## src/rtl/tlb_pkg.sv

```systemverilog
package tlb_pkg;
  typedef enum logic [2:0] {
    OP_LOOKUP   = 3'd0,
    OP_FILL     = 3'd1,
    OP_LOCK     = 3'd2,
    OP_LOCK_I   = 3'd3,
    OP_UNLOCK   = 3'd4,
    OP_UNLOCK_I = 3'd5,
    OP_INV_ALL  = 3'd6,
    OP_INV_VA   = 3'd7
  } tlb_op_e;

  typedef enum logic [2:0] {
    ST_OK         = 3'd0,
    ST_MISS       = 3'd1,
    ST_XLAT_ABORT = 3'd2,
    ST_LOCK_ABORT = 3'd3,
    ST_DUP        = 3'd4,
    ST_FULL       = 3'd5,
    ST_IGNORED    = 3'd6
  } tlb_status_e;

  typedef enum logic [1:0] {
    S_IDLE = 2'd0,
    S_REQ  = 2'd1,
    S_WAIT = 2'd2
  } tlb_state_e;
endpackage

```

## src/rtl/tlb_match.sv

```systemverilog
module tlb_match #(
  parameter int N   = 4,
  parameter int VPW = 20,
  localparam int IW = (N > 1) ? $clog2(N) : 1
) (
  input  logic           clk,
  input  logic           rst_n,
  input  logic [N-1:0]   valid,
  input  logic [N*VPW-1:0] tags,
  input  logic [VPW-1:0] key,
  output logic           hit,
  output logic [IW-1:0]  hit_idx
);
  logic [N-1:0] hit_vec;

  for (genvar g = 0; g < N; g++) begin : g_cmp
    assign hit_vec[g] = valid[g] && (tags[g*VPW +: VPW] == key);
  end

  always_comb begin
    hit     = 1'b0;
    hit_idx = '0;
    for (int i = 0; i < N; i++) begin
      if (hit_vec[i]) begin
        hit     = 1'b1;
        hit_idx = IW'(i);
      end
    end
  end

  // duplicate rejection keeps at most one matching entry
  assert_unique_hit_R8: assert property (@(posedge clk) disable iff (!rst_n)
    $onehot0(hit_vec));
endmodule

```

## src/rtl/tlb_victim.sv

```systemverilog
module tlb_victim #(
  parameter int N   = 4,
  localparam int IW = (N > 1) ? $clog2(N) : 1
) (
  input  logic          clk,
  input  logic          rst_n,
  input  logic [N-1:0]  locked,
  input  logic [IW-1:0] ptr,
  output logic          found,
  output logic [IW-1:0] idx,
  output logic [IW-1:0] next_ptr
);
  always_comb begin
    logic [IW:0] j;
    found = 1'b0;
    idx   = '0;
    for (int k = N - 1; k >= 0; k--) begin
      j = {1'b0, ptr} + (IW+1)'(k);
      if (j >= (IW+1)'(N)) j = j - (IW+1)'(N);
      if (!locked[j[IW-1:0]]) begin
        found = 1'b1;
        idx   = j[IW-1:0];
      end
    end
    next_ptr = (idx == IW'(N - 1)) ? '0 : idx + 1'b1;
  end

  assert_victim_unlocked_R9: assert property (@(posedge clk) disable iff (!rst_n)
    found |-> !locked[idx]);
  assert_full_only_if_all_locked_R10: assert property (@(posedge clk) disable iff (!rst_n)
    !found |-> (&locked));
endmodule

```

## src/rtl/lockable_tlb.sv

```systemverilog
module lockable_tlb
  import tlb_pkg::*;
#(
  parameter int N   = 4,
  parameter int VPW = 20,
  parameter int PPW = 20,
  parameter int AW  = 4
) (
  input  logic           clk,
  input  logic           rst_n,
  input  logic           cmd_valid,
  output logic           cmd_ready,
  input  logic [2:0]     cmd_op,
  input  logic [VPW-1:0] cmd_vpage,
  output logic           walk_req_valid,
  input  logic           walk_req_ready,
  output logic [VPW-1:0] walk_req_vpage,
  input  logic           walk_rsp_valid,
  input  logic [PPW-1:0] walk_rsp_ppage,
  input  logic [AW-1:0]  walk_rsp_attr,
  input  logic           walk_rsp_ext_abort,
  input  logic           walk_rsp_xlat_fault,
  output logic           rsp_valid,
  output logic [2:0]     rsp_status,
  output logic           rsp_hit,
  output logic [PPW-1:0] rsp_ppage,
  output logic [AW-1:0]  rsp_attr
);
  localparam int IW = (N > 1) ? $clog2(N) : 1;

  tlb_state_e     state;
  tlb_op_e        op_in, op_q;
  logic [VPW-1:0] va_q;
  logic [N-1:0]   valid_q, lock_q;
  logic [VPW-1:0] vpage_q [N];
  logic [PPW-1:0] ppage_q [N];
  logic [AW-1:0]  attr_q  [N];
  logic [IW-1:0]  rr_q;
  logic [N*VPW-1:0] tag_flat;

  logic          hit, vic_found;
  logic [IW-1:0] hit_idx, vic_idx, vic_next;
  logic          accept, walk_fault;

  for (genvar g = 0; g < N; g++) begin : g_pack
    assign tag_flat[g*VPW +: VPW] = vpage_q[g];
  end

  assign op_in          = tlb_op_e'(cmd_op);
  assign cmd_ready      = (state == S_IDLE);
  assign accept         = cmd_valid && cmd_ready;
  assign walk_req_valid = (state == S_REQ);
  assign walk_req_vpage = va_q;
  assign walk_fault     = walk_rsp_ext_abort || walk_rsp_xlat_fault;

  tlb_match #(.N(N), .VPW(VPW)) u_match (
    .clk(clk), .rst_n(rst_n), .valid(valid_q), .tags(tag_flat),
    .key(cmd_vpage), .hit(hit), .hit_idx(hit_idx)
  );

  tlb_victim #(.N(N)) u_victim (
    .clk(clk), .rst_n(rst_n), .locked(lock_q), .ptr(rr_q),
    .found(vic_found), .idx(vic_idx), .next_ptr(vic_next)
  );

  always_ff @(posedge clk) begin
    if (!rst_n) begin
      state      <= S_IDLE;
      op_q       <= OP_LOOKUP;
      va_q       <= '0;
      valid_q    <= '0;
      lock_q     <= '0;
      rr_q       <= '0;
      rsp_valid  <= 1'b0;
      rsp_status <= ST_OK;
      rsp_hit    <= 1'b0;
      rsp_ppage  <= '0;
      rsp_attr   <= '0;
      for (int i = 0; i < N; i++) begin
        vpage_q[i] <= '0;
        ppage_q[i] <= '0;
        attr_q[i]  <= '0;
      end
    end else begin
      rsp_valid <= 1'b0;
      case (state)
        S_IDLE: if (accept) begin
          rsp_hit   <= 1'b0;
          rsp_ppage <= '0;
          rsp_attr  <= '0;
          case (op_in)
            OP_LOOKUP: begin
              rsp_valid  <= 1'b1;
              rsp_status <= hit ? ST_OK : ST_MISS;
              rsp_hit    <= hit;
              if (hit) begin
                rsp_ppage <= ppage_q[hit_idx];
                rsp_attr  <= attr_q[hit_idx];
              end
            end
            OP_FILL, OP_LOCK: begin
              if (hit) begin
                rsp_valid  <= 1'b1;
                rsp_status <= ST_DUP;
              end else if (!vic_found) begin
                rsp_valid  <= 1'b1;
                rsp_status <= ST_FULL;
              end else begin
                op_q  <= op_in;
                va_q  <= cmd_vpage;
                state <= S_REQ;
              end
            end
            OP_UNLOCK: begin
              lock_q     <= '0;
              rsp_valid  <= 1'b1;
              rsp_status <= ST_OK;
            end
            OP_INV_ALL: begin
              valid_q    <= valid_q & lock_q;
              rsp_valid  <= 1'b1;
              rsp_status <= ST_OK;
            end
            OP_INV_VA: begin
              if (hit) begin
                valid_q[hit_idx] <= 1'b0;
                lock_q[hit_idx]  <= 1'b0;
              end
              rsp_valid  <= 1'b1;
              rsp_status <= ST_OK;
            end
            default: begin
              rsp_valid  <= 1'b1;
              rsp_status <= ST_IGNORED;
            end
          endcase
        end
        S_REQ: if (walk_req_ready) state <= S_WAIT;
        S_WAIT: if (walk_rsp_valid) begin
          state     <= S_IDLE;
          rsp_valid <= 1'b1;
          rsp_hit   <= 1'b0;
          if (walk_fault) begin
            rsp_status <= (op_q == OP_LOCK) ? ST_LOCK_ABORT : ST_XLAT_ABORT;
            rsp_ppage  <= '0;
            rsp_attr   <= '0;
          end else begin
            valid_q[vic_idx] <= 1'b1;
            lock_q[vic_idx]  <= (op_q == OP_LOCK);
            vpage_q[vic_idx] <= va_q;
            ppage_q[vic_idx] <= walk_rsp_ppage;
            attr_q[vic_idx]  <= walk_rsp_attr;
            rr_q             <= vic_next;
            rsp_status       <= ST_OK;
            rsp_ppage        <= walk_rsp_ppage;
            rsp_attr         <= walk_rsp_attr;
          end
        end
        default: state <= S_IDLE;
      endcase
    end
  end

  assert_lookup_latency_R1: assert property (@(posedge clk) disable iff (!rst_n)
    (accept && op_in == OP_LOOKUP) |=> (rsp_valid && (rsp_status == ST_OK || rsp_status == ST_MISS)));
  assert_lock_needs_valid_R2: assert property (@(posedge clk) disable iff (!rst_n)
    (lock_q & ~valid_q) == '0);
  assert_lockabort_nochange_R3: assert property (@(posedge clk) disable iff (!rst_n)
    (state == S_WAIT && walk_rsp_valid && walk_fault && op_q == OP_LOCK)
      |=> ($stable(valid_q) && $stable(lock_q) && rsp_status == ST_LOCK_ABORT));
  assert_unlock_clears_R5: assert property (@(posedge clk) disable iff (!rst_n)
    (accept && op_in == OP_UNLOCK) |=> (lock_q == '0));
  assert_invall_keeps_locked_R6: assert property (@(posedge clk) disable iff (!rst_n)
    (accept && op_in == OP_INV_ALL) |=> ((valid_q & $past(lock_q)) == $past(lock_q)));
  assert_dup_no_walk_R8: assert property (@(posedge clk) disable iff (!rst_n)
    (accept && (op_in == OP_LOCK || op_in == OP_FILL) && hit)
      |=> (!walk_req_valid && rsp_valid && rsp_status == ST_DUP));
  assert_ign_no_change_R11: assert property (@(posedge clk) disable iff (!rst_n)
    (accept && (op_in == OP_LOCK_I || op_in == OP_UNLOCK_I))
      |=> ($stable(lock_q) && $stable(valid_q) && !walk_req_valid));
  assert_req_hold_R12: assert property (@(posedge clk) disable iff (!rst_n)
    (walk_req_valid && !walk_req_ready) |=> (walk_req_valid && $stable(walk_req_vpage)));
endmodule

```

## config.mk

```make
export PLATFORM = sky130hd
export DESIGN_NAME = lockable_tlb
export DESIGN_NICKNAME = d
export VERILOG_FILES = /design/src/rtl/tlb_pkg.sv /design/src/rtl/tlb_match.sv /design/src/rtl/tlb_victim.sv /design/src/rtl/lockable_tlb.sv
export SDC_FILE = /design/constraint.sdc
export NUM_CORES = 1
export LEC_CHECK = 0
export ABC_AREA = 1
export BUFFER_PORTS_ARGS = -buffer_cell sky130_fd_sc_hd__buf_4
export CORE_MARGIN = 4
export CORE_UTILIZATION = 52
export CTS_CLUSTER_DIAMETER = 50
export DETAILED_ROUTE_END_ITERATION = 8
export PLACE_DENSITY = 0.78
export SLEW_MARGIN = 20
export SYNTH_ARGS = -nofsm -noshare
export SYNTH_HDL_FRONTEND = slang
export SYNTH_HIERARCHICAL = 1
export SYNTH_SLANG_ARGS = --single-unit
```

## constraint.sdc

```tcl
create_clock -name clk -period 7 [get_ports clk]
set_input_delay 1.05 -clock clk [delete_from_list [all_inputs] [get_ports clk]]
set_output_delay 1.05 -clock clk [all_outputs]
set_load 0.1 [all_outputs]
```

## Yosys cells after proc, flatten, opt, wreduce, memory -nomap -nowiden

Memories as Yosys holds them, arrays and structs flattened.
Index checks and enable logic that the tools add are counted.

| word-level totals | value |
|---|---|
| memories | 3 |
| output and inout bits | 51 |
| flip-flop bits (word level) | 64 |
| bits in writable memories | 176 |
| bits of input ports | 54 |
| word-level logic and storage cells | 186 |

Memories:

| name | words | width | rd ports | clocked after Yosys merged registers in | wr ports | line | text |
|---|---|---|---|---|---|---|---|
| ppage_q | 4 | 20 | 1 | 0 | 4 | lockable_tlb.sv:36 | `logic [PPW-1:0] ppage_q [N];` |
| vpage_q | 4 | 20 | 4 | 0 | 4 | lockable_tlb.sv:35 | `logic [VPW-1:0] vpage_q [N];` |
| attr_q | 4 | 4 | 1 | 0 | 4 | lockable_tlb.sv:37 | `logic [AW-1:0] attr_q [N];` |

| cells by class | value |
|---|---|
| bitwise logic cells | 7 |
| reduce and logical (&&, ||, !) cells | 23 |
| add/sub/neg operators | 8 |
| $lt $le $gt $ge | 12 |
| equal/unequal tests | 24 |
| muxes and demuxes | 98 |

Operators with widths:

| operator | count |
|---|---|
| 20-bit two-way mux | 7 |
| 20-bit equality test | 4 |
| 4-bit two-way mux | 14 |
| 2-bit two-way mux | 21 |
| 20-bit case mux with 2 select lines | 1 |
| 4-bit case mux with 2 select lines | 5 |
| 20-bit OR reduction | 2 |
| 1-bit two-way mux | 34 |
| 2-bit by 3-bit < comparator with 1-bit output (second input constant) | 6 |
| 6-bit AND reduction | 3 |
| 4-bit bitwise AND | 3 |
| 3-bit two-way mux | 4 |
| 3-bit equality test (second input constant) | 3 |
| 3-bit greater-or-equal comparator (second input constant) | 3 |
| 3-bit case mux with 3 select lines | 1 |
| 1-bit binary-select mux with 2-bit select | 4 |
| 2-bit by 1-bit inequality test with 1-bit output (second input constant) | 4 |
| 2-bit by 1-bit subtractor with 2-bit output (second input constant) | 4 |
| 1-bit logical AND | 7 |
| 2-bit by 2-bit adder with 3-bit output (second input constant) | 2 |
| 3-bit by 2-bit equality test with 1-bit output (second input constant) | 2 |
| 2-bit inequality test (second input constant) | 3 |
| 3-bit by 1-bit inequality test with 1-bit output (second input constant) | 2 |
| 2-bit case mux with 3 select lines | 1 |
| 26 further kinds | 32 |

## Longest topological paths before layout

Gate-level depths: netlist of the first run.

| logic depth | value |
|---|---|
| word-level depth | 17 |
| gate-level depth with buffers | 18 |

## Hierarchy

The synthesis of the first run kept the hierarchy.

Modules (own cells, without submodules):

| module | instances | area an instance (um2) | cells each | seq. area each (um2) |
|---|---|---|---|---|
| lockable_tlb | 1 | 9,858.2 | 940 | 6,566.3 |
| tlb_match | 1 | 1,483.9 | 364 | 0.0 |
| tlb_victim | 1 | 309.0 | 58 | 0.0 |

## Worst setup path before layout of the first run

No wires, ideal clock.

| path | value |
|---|---|
| path kind | flip-flop to flip-flop |
| from | register rr_q[0] |
| to | memory attr_q[1][0], enable pin |
| data required time | 6,494 ps |
| arrival time | 4,624 ps |
| buffers on the path | 2 |
| setup slack | 1,869 ps |
| stages on the path, launching flop included | 17 |
| path through | dfxtp_1 buf_6 inv_8 nand2_2 nand2_2 nand2_4 nand2_4 nand2_1 nand2_1 nand2_1 nand2_1 inv_1 inv_1 nor2_1 inv_1 clkbuf_1 o21ai_0 |

RTL lines:

| what | line | text |
|---|---|---|
| from (decl) | lockable_tlb.sv:38 | `logic [IW-1:0] rr_q;` |
| from (signal assigned) | lockable_tlb.sv:153 | `rr_q <= vic_next;` |
| to (decl) | lockable_tlb.sv:37 |  |

## Final worst setup path of the first run

| path | value |
|---|---|
| from | input cmd_vpage[14] |
| to | register va_q[3] (netlist: walk_req_vpage[3]) |

| on the way | value |
|---|---|
| word-level cells in the longest chain between the ends | 8 |
| elaborated cells on any way between the ends | 14 |

Ends and longest elaborated chain:

| what | line | text |
|---|---|---|
| from (decl) | lockable_tlb.sv:14 | `input logic [VPW-1:0] cmd_vpage,` |
| 20-bit equality test | tlb_match.sv:17 | `assign hit_vec[g] = valid[g] && (tags[g*VPW +: VPW] == key);` |
| 1-bit logical AND | tlb_match.sv:17 |  |
| 1-bit two-way mux (3 in a row) | tlb_match.sv:24 | `if (hit_vec[i]) begin` |
| 1-bit two-way mux (*) | tlb_match.sv:24 |  |
| net hit | lockable_tlb.sv:41 | `logic hit, vic_found;` |
| 1-bit NOT (no source line) (*) | n/a |  |
| 5-bit AND reduction (no source line) (*) | n/a |  |
| to (signal assigned) | lockable_tlb.sv:110 | `va_q <= cmd_vpage;` |
| to (decl) | lockable_tlb.sv:33 | `logic [VPW-1:0] va_q;` |

The timed path passes the listed nets; every way through them passes the cells marked *.
A chain may end at the register's enable or synchronous reset.

==> summary.md, run 1 <==
| Metric | Value |
|---|---|
| Status | `completed` |
| CTS buffer count | `30` |
| CTS tree | `done` |
| DR WL/cell | `17.7 µm` |
| Share of cells above drive strength 1 | `19.8%` |
| Hold-fix buffers, CTS | `0` |
| Vias post-DR | `9497` |
| Remaining antenna violation count | `0` |
| Worst EP arrival | `4.18 ns` |
| Synthesized cell area | `0.0117 mm²` |
| Setup violations, final | `0` |
| Seq/Total Area, Yosys | `56.4%` |
| Max Freq | `0.270 GHz` |
| PortBufs | `104` |
| Area Overhead vs Synth | `17.6%` |
| ANT cells | `0` |
| Post-synth top area share | `45.4%` |
| Design area | `0.0137 mm²` |
| Max FO, Critical Path | `23` |
| Max clock buf depth | `3` |
| Setup ws final | `3.30 ns` |
| Routed wire length | `31100 µm` |
| Crit start category | `input pin` |
| # DRC | `0` |
| PwrDens | `272 mW/mm²` |
| NumNets Final | `1515` |
| Peak supply drop | `0.228 mV` |
| Hold WC Path Type | `register to register` |
| WS Path Type | `input pin to register` |
| Starting Density | `53.1%` |
| Cts repair resizes | `0` |
| Max-slew violation count | `0` |
| Top cell type by total area after synthesis | `edfxtp_1` |
| Largest cells by area after synthesis | `edfxtp_1, nand2_1, dfxtp_1, nor2_1, inv_1` |
| Standard-cell rows | `54` |
| Clk_lat worst skew | `0.55 ns` |
| Min Tclk post-route | `3.70 ns` |
| DR iter-0 viols | `928` |
| Setup WS pre-CTS | `2.84 ns` |
| Die H | `158 µm` |
| CP Capture Type | `register` |
| Number of post-CTS setup repair buffers | `0` |
| Largest net degree at the start of global routing | `51` |
| GP Congestion | `0.981` |
| Static Leak | `5.98 nW` |
| Drt pass-1 iters | `6` |
| Total gr overflow | `0` |
| CP required | `7.48 ns` |
| Max-cap violations | `0` |
| Clock skew | `0.00904 ns` |
| Yosys Warn Count | `6` |
| RSZ-0062 raised after global routing | `no` |
| Core area | `0.0220 mm²` |
| Worst-Margin Slew | `1.11 ns` |
| Synth Instances | `1362` |
| Final Hold Violating Endpoints | `0` |
| Vias in the first global route | `9211` |
| Initial antenna violation count | `0` |
| Total die area | `0.0249 mm²` |
| Vias per inst | `5.38` |
| Placement Cell Area | `0.0127 mm²` |
| Yosys cell types | `39` |
| Tot GR Track Use | `24.8%` |
| Filler cells | `1826` |
| Die Width | `158 µm` |
| Rel. slew slack | `25.7%` |
| Post-route setup TNS | `0 ns` |
| Register bit total from synthesis | `240` |
| Crit share post-route | `52.8%` |
| Final core utilization | `62.4%` |
| Clock transition at the registers of the reported paths | `0.06 ns` |
| Mapped Nets | `1417` |
| First-pass GRT wire length | `48700 µm` |
| Clock root buffer | `clkbuf_16` |
| Syn Area/Cell | `8.55 µm²` |
| # IOs | `105` |
| Post-DP HPWL | `19800 µm` |
| H-tree depth | `1` |
| Clock sinks | `240` |
stage by stage:
step,power [W],cells,hold WS [ns]
2_1_floorplan,0.00203,1362,0.415
3_3_place_gp,0.00216,1708,0.424
3_5_place_dp,0.00217,1708,0.428
4_1_cts,0.00374,1764,0.440
5_1_grt,0.00384,1764,0.460
6_report,0.00373,1764,0.439
layout by cell type, fill, tap and decap left out, types with 27 or more instances in the layout:
master	count
a21oi_1	27
a22oi_1	43
buf_4	115
clkbuf_16	30
dfxtp_1	64
edfxtp_1	176
inv_1	143
inv_2	45
nand2_1	357
nor2_1	217
nor2_2	33
o21ai_0	92
routing by layer:
metal  share of wire (%)  GRT usage (%)  vias to the layer above
li1                    -              -                     4576
met1                  43           35.2                     4496
met4                 2.3           6.15                        0
met5                   0              0                        -
met2                  47           40.7                      372
met3                 7.6           3.55                       53
where the power goes:
part	switching [W]	internal, W
combinational	0.000401	0.000120
sequential	0.0000360	0.00159
clock	0.000623	0.000958
total	0.00106	0.00267
worst max-delay path, stage by stage:
cell	delay, ns
buf_4	0.15
o21ai_0	0.31
nor2_1	0.07
nand2_1	0.07
nor2_1	0.04
nand3_1	0.08
nand2_1	0.06
inv_1	0.06
nand2_2	0.08
nor3_1	0.25
nand3_1	0.71
inv_1	0.98
nor2_1	0.11
nor2_1	0.14
kinds of logic (layout without fill, tap and decap cells):
kind of cell	after synthesis	count (layout)	share of synthesized area, %
compound gates	186	186	9.20
flops	240	240	56.4
buf+inv	239	361	8.19
simple gates	689	689	25.6
xor+xnor	7	7	0.526
fa+ha+maj	1	1	0.107
flip-flops by register name (all words and copies together), names as in the netlist:
name	cells
lock_q	4
op_q	3
ppage_q	80
rsp_valid	1
rsp_status	3
rr_q	2
rsp_ppage	20
rsp_hit	1
rsp_attr	4
attr_q	16
state	2
walk_req_vpage	20
valid_q	4
vpage_q	80
layout make-up:
| cell class | count | area (µm²) | area share [%] |
|---|---|---|---|
| clock buffer | 36 | 783 | 5.72 |
| clock inverter | 20 | 244 | 1.78 |
| inverter | 190 | 721 | 5.26 |
| multi-input combinational | 883 | 4170 | 30.5 |
| sequential | 240 | 6570 | 47.9 |
| tap | 280 | 350 | 2.56 |
| timing repair buffer | 115 | 863 | 6.30 |
cells in the mapped netlist:
cell      count
a21boi_0      1
a21oi_1      27
a21oi_2       1
a22oi_1      43
a31oi_1       3
a41oi_1       1
buf_1        10
buf_2        10
buf_4         4
buf_6         3
clkbuf_1     22
clkinv_1      1
dfxtp_1      64
edfxtp_1    176
ha_1          1
inv_1       143
inv_2        45
inv_8         1
nand2_1     358
nand2_2      13
nand2_4       3
nand3_1      24
nand3_2       2
nand3_4       1
nand4_1       9
nor2_1      217
nor2_2       33
nor2_4       22
nor3_1        4
nor3_2        1
o211ai_1      4
o21ai_0      95
o21ai_1       9
o21bai_2      1
o221ai_1      1
or2_0         1
or2_2         1
xnor2_1       5
xor2_1        2
worst paths after layout:
kind                        from  slack (ns)                end  cells past startpoint
setup / recovery   cmd_vpage[14]        3.30  walk_req_vpage[3]                     14
hold / removal           op_q[2]        0.44            op_q[2]                      2
setup reg to reg  vpage_q[2][11]        3.56  walk_req_vpage[3]                     13
hold reg to reg          op_q[2]        0.44            op_q[2]                      2
Power figures use the tool's default switching activity.
==> run 2: changes to the inputs <==
==> constraint.sdc (replaced) <==
create_clock -name clk -period 3.85 [get_ports clk]
set_input_delay 0.5775 -clock clk [delete_from_list [all_inputs] [get_ports clk]]
set_output_delay 0.5775 -clock clk [all_outputs]
set_load 0.1 [all_outputs]
==> run 2 against run 1 <==
  * Utilization is 0.11 points higher
  * Clock power is 76% higher
  * Sequential share of layout area is 0.083 points lower
  * Highest routed layer unchanged
  * Via count is 0.42% lower
==> summary.md, run 2 (synthesized netlist as in run 1, its figures left out) <==
| Metric | Value |
|---|---|
| Clock root buffer | `clkbuf_16` |
| Sequential power share | `44.1% (+0.5 points)` |
| CP Capture Type | `register` |
| Tot GR Track Use | `24.4% (-0.40 points)` |
| Worst-Margin Slew | `1.03 ns (-0.0803 ns)` |
| Die Width | `158 µm (unchanged)` |
| Total die area | `0.0249 mm² (unchanged)` |
| Logic pwr share | `14.2% (+0.2 points)` |
| # IOs | `105 (unchanged)` |
| Peak supply drop | `0.330 mV (+45%)` |
| NumNets Final | `1523 (+0.53%)` |
| RSZ-0062 raised after global routing | `no` |
| Clock transition at the registers of the reported paths | `0.06 ns (about the same)` |
| PortBufs | `104 (unchanged)` |
| Clock skew | `0.0108 ns (+0.00173 ns)` |
| Standard-cell rows | `54 (unchanged)` |
| R2r worst-path depth | `13 (unchanged)` |
| Register Area | `0.00657 mm² (unchanged)` |
| Max clock buf depth | `3 (unchanged)` |
| Static Leak | `5.99 nW (+0.20%)` |
| # DRC | `0 (unchanged)` |
| CTS buffer count | `27 (-10%)` |
| Most used cell, CP | `nand2_1` |
| Final core utilization | `62.5% (+0.11 points)` |
| Power Total | `0.00669 W (+79%)` |
| Hold WC Path Type | `input pin to register` |
| Drt pass-1 iters | `5 (-1)` |
| WS Path Type | `register to register` |
| Crit share post-route | `76.6%` |
| Min Tclk post-route | `2.95 ns` |
| Switching power total | `0.00184 W (+74%)` |
| Vias in the first global route | `9240 (+0.31%)` |
| GP Congestion | `0.944 (-3.7%)` |
| Largest regs | `ppage_q: 80 flops, vpage_q: 80 flops` |
| Hold-fix buffers, CTS | `0 (unchanged)` |
| Crit path max-delay cell type | `dfxtp_1` |
| Commonest non-fill, non-tap cells in the layout | `nand2_1, nor2_1, edfxtp_1` |
| Starting Density | `53.1% (unchanged)` |
| PwrDens | `487 mW/mm² (+79%)` |
| Initial antenna violation count | `0 (unchanged)` |
| H-tree depth | `1 (unchanged)` |
| Setup WS pre-CTS | `0.715 ns (-2.12 ns)` |
| Routed wire length | `30300 µm (-2.6%)` |
| Placement Cell Area | `0.0127 mm² (+0.60%)` |
| Slowest cell delay on critical path | `0.64 ns (-0.34 ns)` |
| Post-DP HPWL | `20200 µm (+2.3%)` |
| Area Overhead vs Synth | `17.8%` |
| Final Hold Violating Endpoints | `0 (unchanged)` |
| Setup ws final | `0.900 ns (-2.40 ns)` |
| CP required | `4.03 ns (-3.45 ns)` |
| Max-cap violations | `0 (unchanged)` |
| Clock sinks | `240 (unchanged)` |
| Commonest non-fill, non-tap cell in the layout | `nand2_1` |
| Cell-internal power | `0.00484 W (+82%)` |
| Critical-path cell list | `nand2_1 > nand2_2 > nand2_4 > nand2_4 > nand2_1 > nand2_1 > nand2_1 > nand2_1 > inv_1 > nor2_1 > inv_1 > o21ai_4 > buf_4` |
| ANT cells | `0 (unchanged)` |
| Share of cells above drive strength 1 | `20.1% (+0.28 points)` |
| Rel. slew slack | `31.0% (+5.4 points)` |
| Number of post-CTS setup repair buffers | `0 (unchanged)` |
| Worst EP arrival | `3.13 ns (-1.05 ns)` |
| Max FO, Critical Path | `24 (+4.3%)` |
| Remaining antenna violation count | `0 (unchanged)` |
| Sw frac | `27.5% (-0.92 points)` |
| DR WL/cell | `17.2 µm (-2.8%)` |
| Clk_lat worst skew | `0.53 ns (-0.02 ns)` |
| Setup violations, final | `0 (unchanged)` |
| Hold depth | `3 (+1)` |
| Vias post-DR | `9457 (-0.42%)` |
| Crit start category | `register` |
| Clk pwr share | `41.6% (-0.8 points)` |
| Status | `completed` |
| Post-route setup TNS | `0 ns (unchanged)` |
| Filler cells | `1801 (-1.4%)` |
| Die H | `158 µm (unchanged)` |
| Core area | `0.0220 mm² (unchanged)` |
| Cts repair resizes | `0 (unchanged)` |
| Max Freq | `0.339 GHz` |
| DR iter-0 viols | `952 (+2.6%)` |
| Max-slew violation count | `0 (unchanged)` |
| Total gr overflow | `0 (unchanged)` |
| Design area | `0.0137 mm² (+0.17%)` |
| Largest net degree at the start of global routing | `51 (unchanged)` |
| First-pass GRT wire length | `48200 µm (-0.94%)` |
| CTS tree | `done` |
| Multi-input logic area | `0.00417 mm² (-0.15%)` |
| Vias per inst | `5.35 (-0.65%)` |
==> run 2: critical path, delay by kind of cell, from the launching register on <==
family                 cells  cell delay [ns]
buffers and inverters      3             0.83
AOI/OAI and AO/OA          1             0.27
and+or+nand+nor            9             0.85
DFF                        1             0.64
==> run 2: worst paths after layout <==
| path | start | endpoint | slack, ns |
|---|---|---|---|
| max | rr_q[0] | vpage_q[0][8] | 0.90 |
| min | cmd_op[1] | op_q[1] | 0.34 |
| max reg2reg | rr_q[0] | vpage_q[0][8] | 0.90 |
| min reg2reg | op_q[2] | op_q[2] | 0.44 |
==> run 2: layout make-up <==
type / count / area share, %
flip-flops and latches: 240 / 47.8
clock buffers: 32 / 5.21
repair buffers: 126 / 6.89
inverters: 190 / 5.25
multi-input cells: 883 / 30.4
clock inverters: 17 / 1.90
well taps: 280 / 2.55
==> run 2: routing by layer <==
| metal | GRT usage [%] | share of wire (%) | vias to the layer above |
|---|---|---|---|
| met4 | 6.06 | 1.9 | 0 |
| met3 | 4.29 | 8.9 | 49 |
| met1 | 33.9 | 42 | 4396 |
| met2 | 40.2 | 47 | 417 |
| li1 | - | - | 4595 |
| met5 | 0 | 0 | - |
==> run 2: per-stage QoR <==
stage | cells | hold WS (ns)
after CTS | 1768 | 0.328
final | 1768 | 0.342
after global placement | 1719 | 0.424
after detailed placement | 1719 | 0.431
after floorplan | 1362 | 0.415
after global routing | 1768 | 0.330
==> run 2: power groups by stage <==
| stage | Clock, W | Sequential [W] | Combinational (W) |
|---|---|---|---|
| 2_1_floorplan | 0 | 0.00335 | 0.000336 |
| 3_3_place_gp | 0 | 0.00300 | 0.000930 |
| 4_1_cts | 0.00280 | 0.00295 | 0.000949 |
| 3_5_place_dp | 0 | 0.00300 | 0.000944 |
| 6_report | 0.00278 | 0.00295 | 0.000951 |
| 5_1_grt | 0.00293 | 0.00296 | 0.00101 |
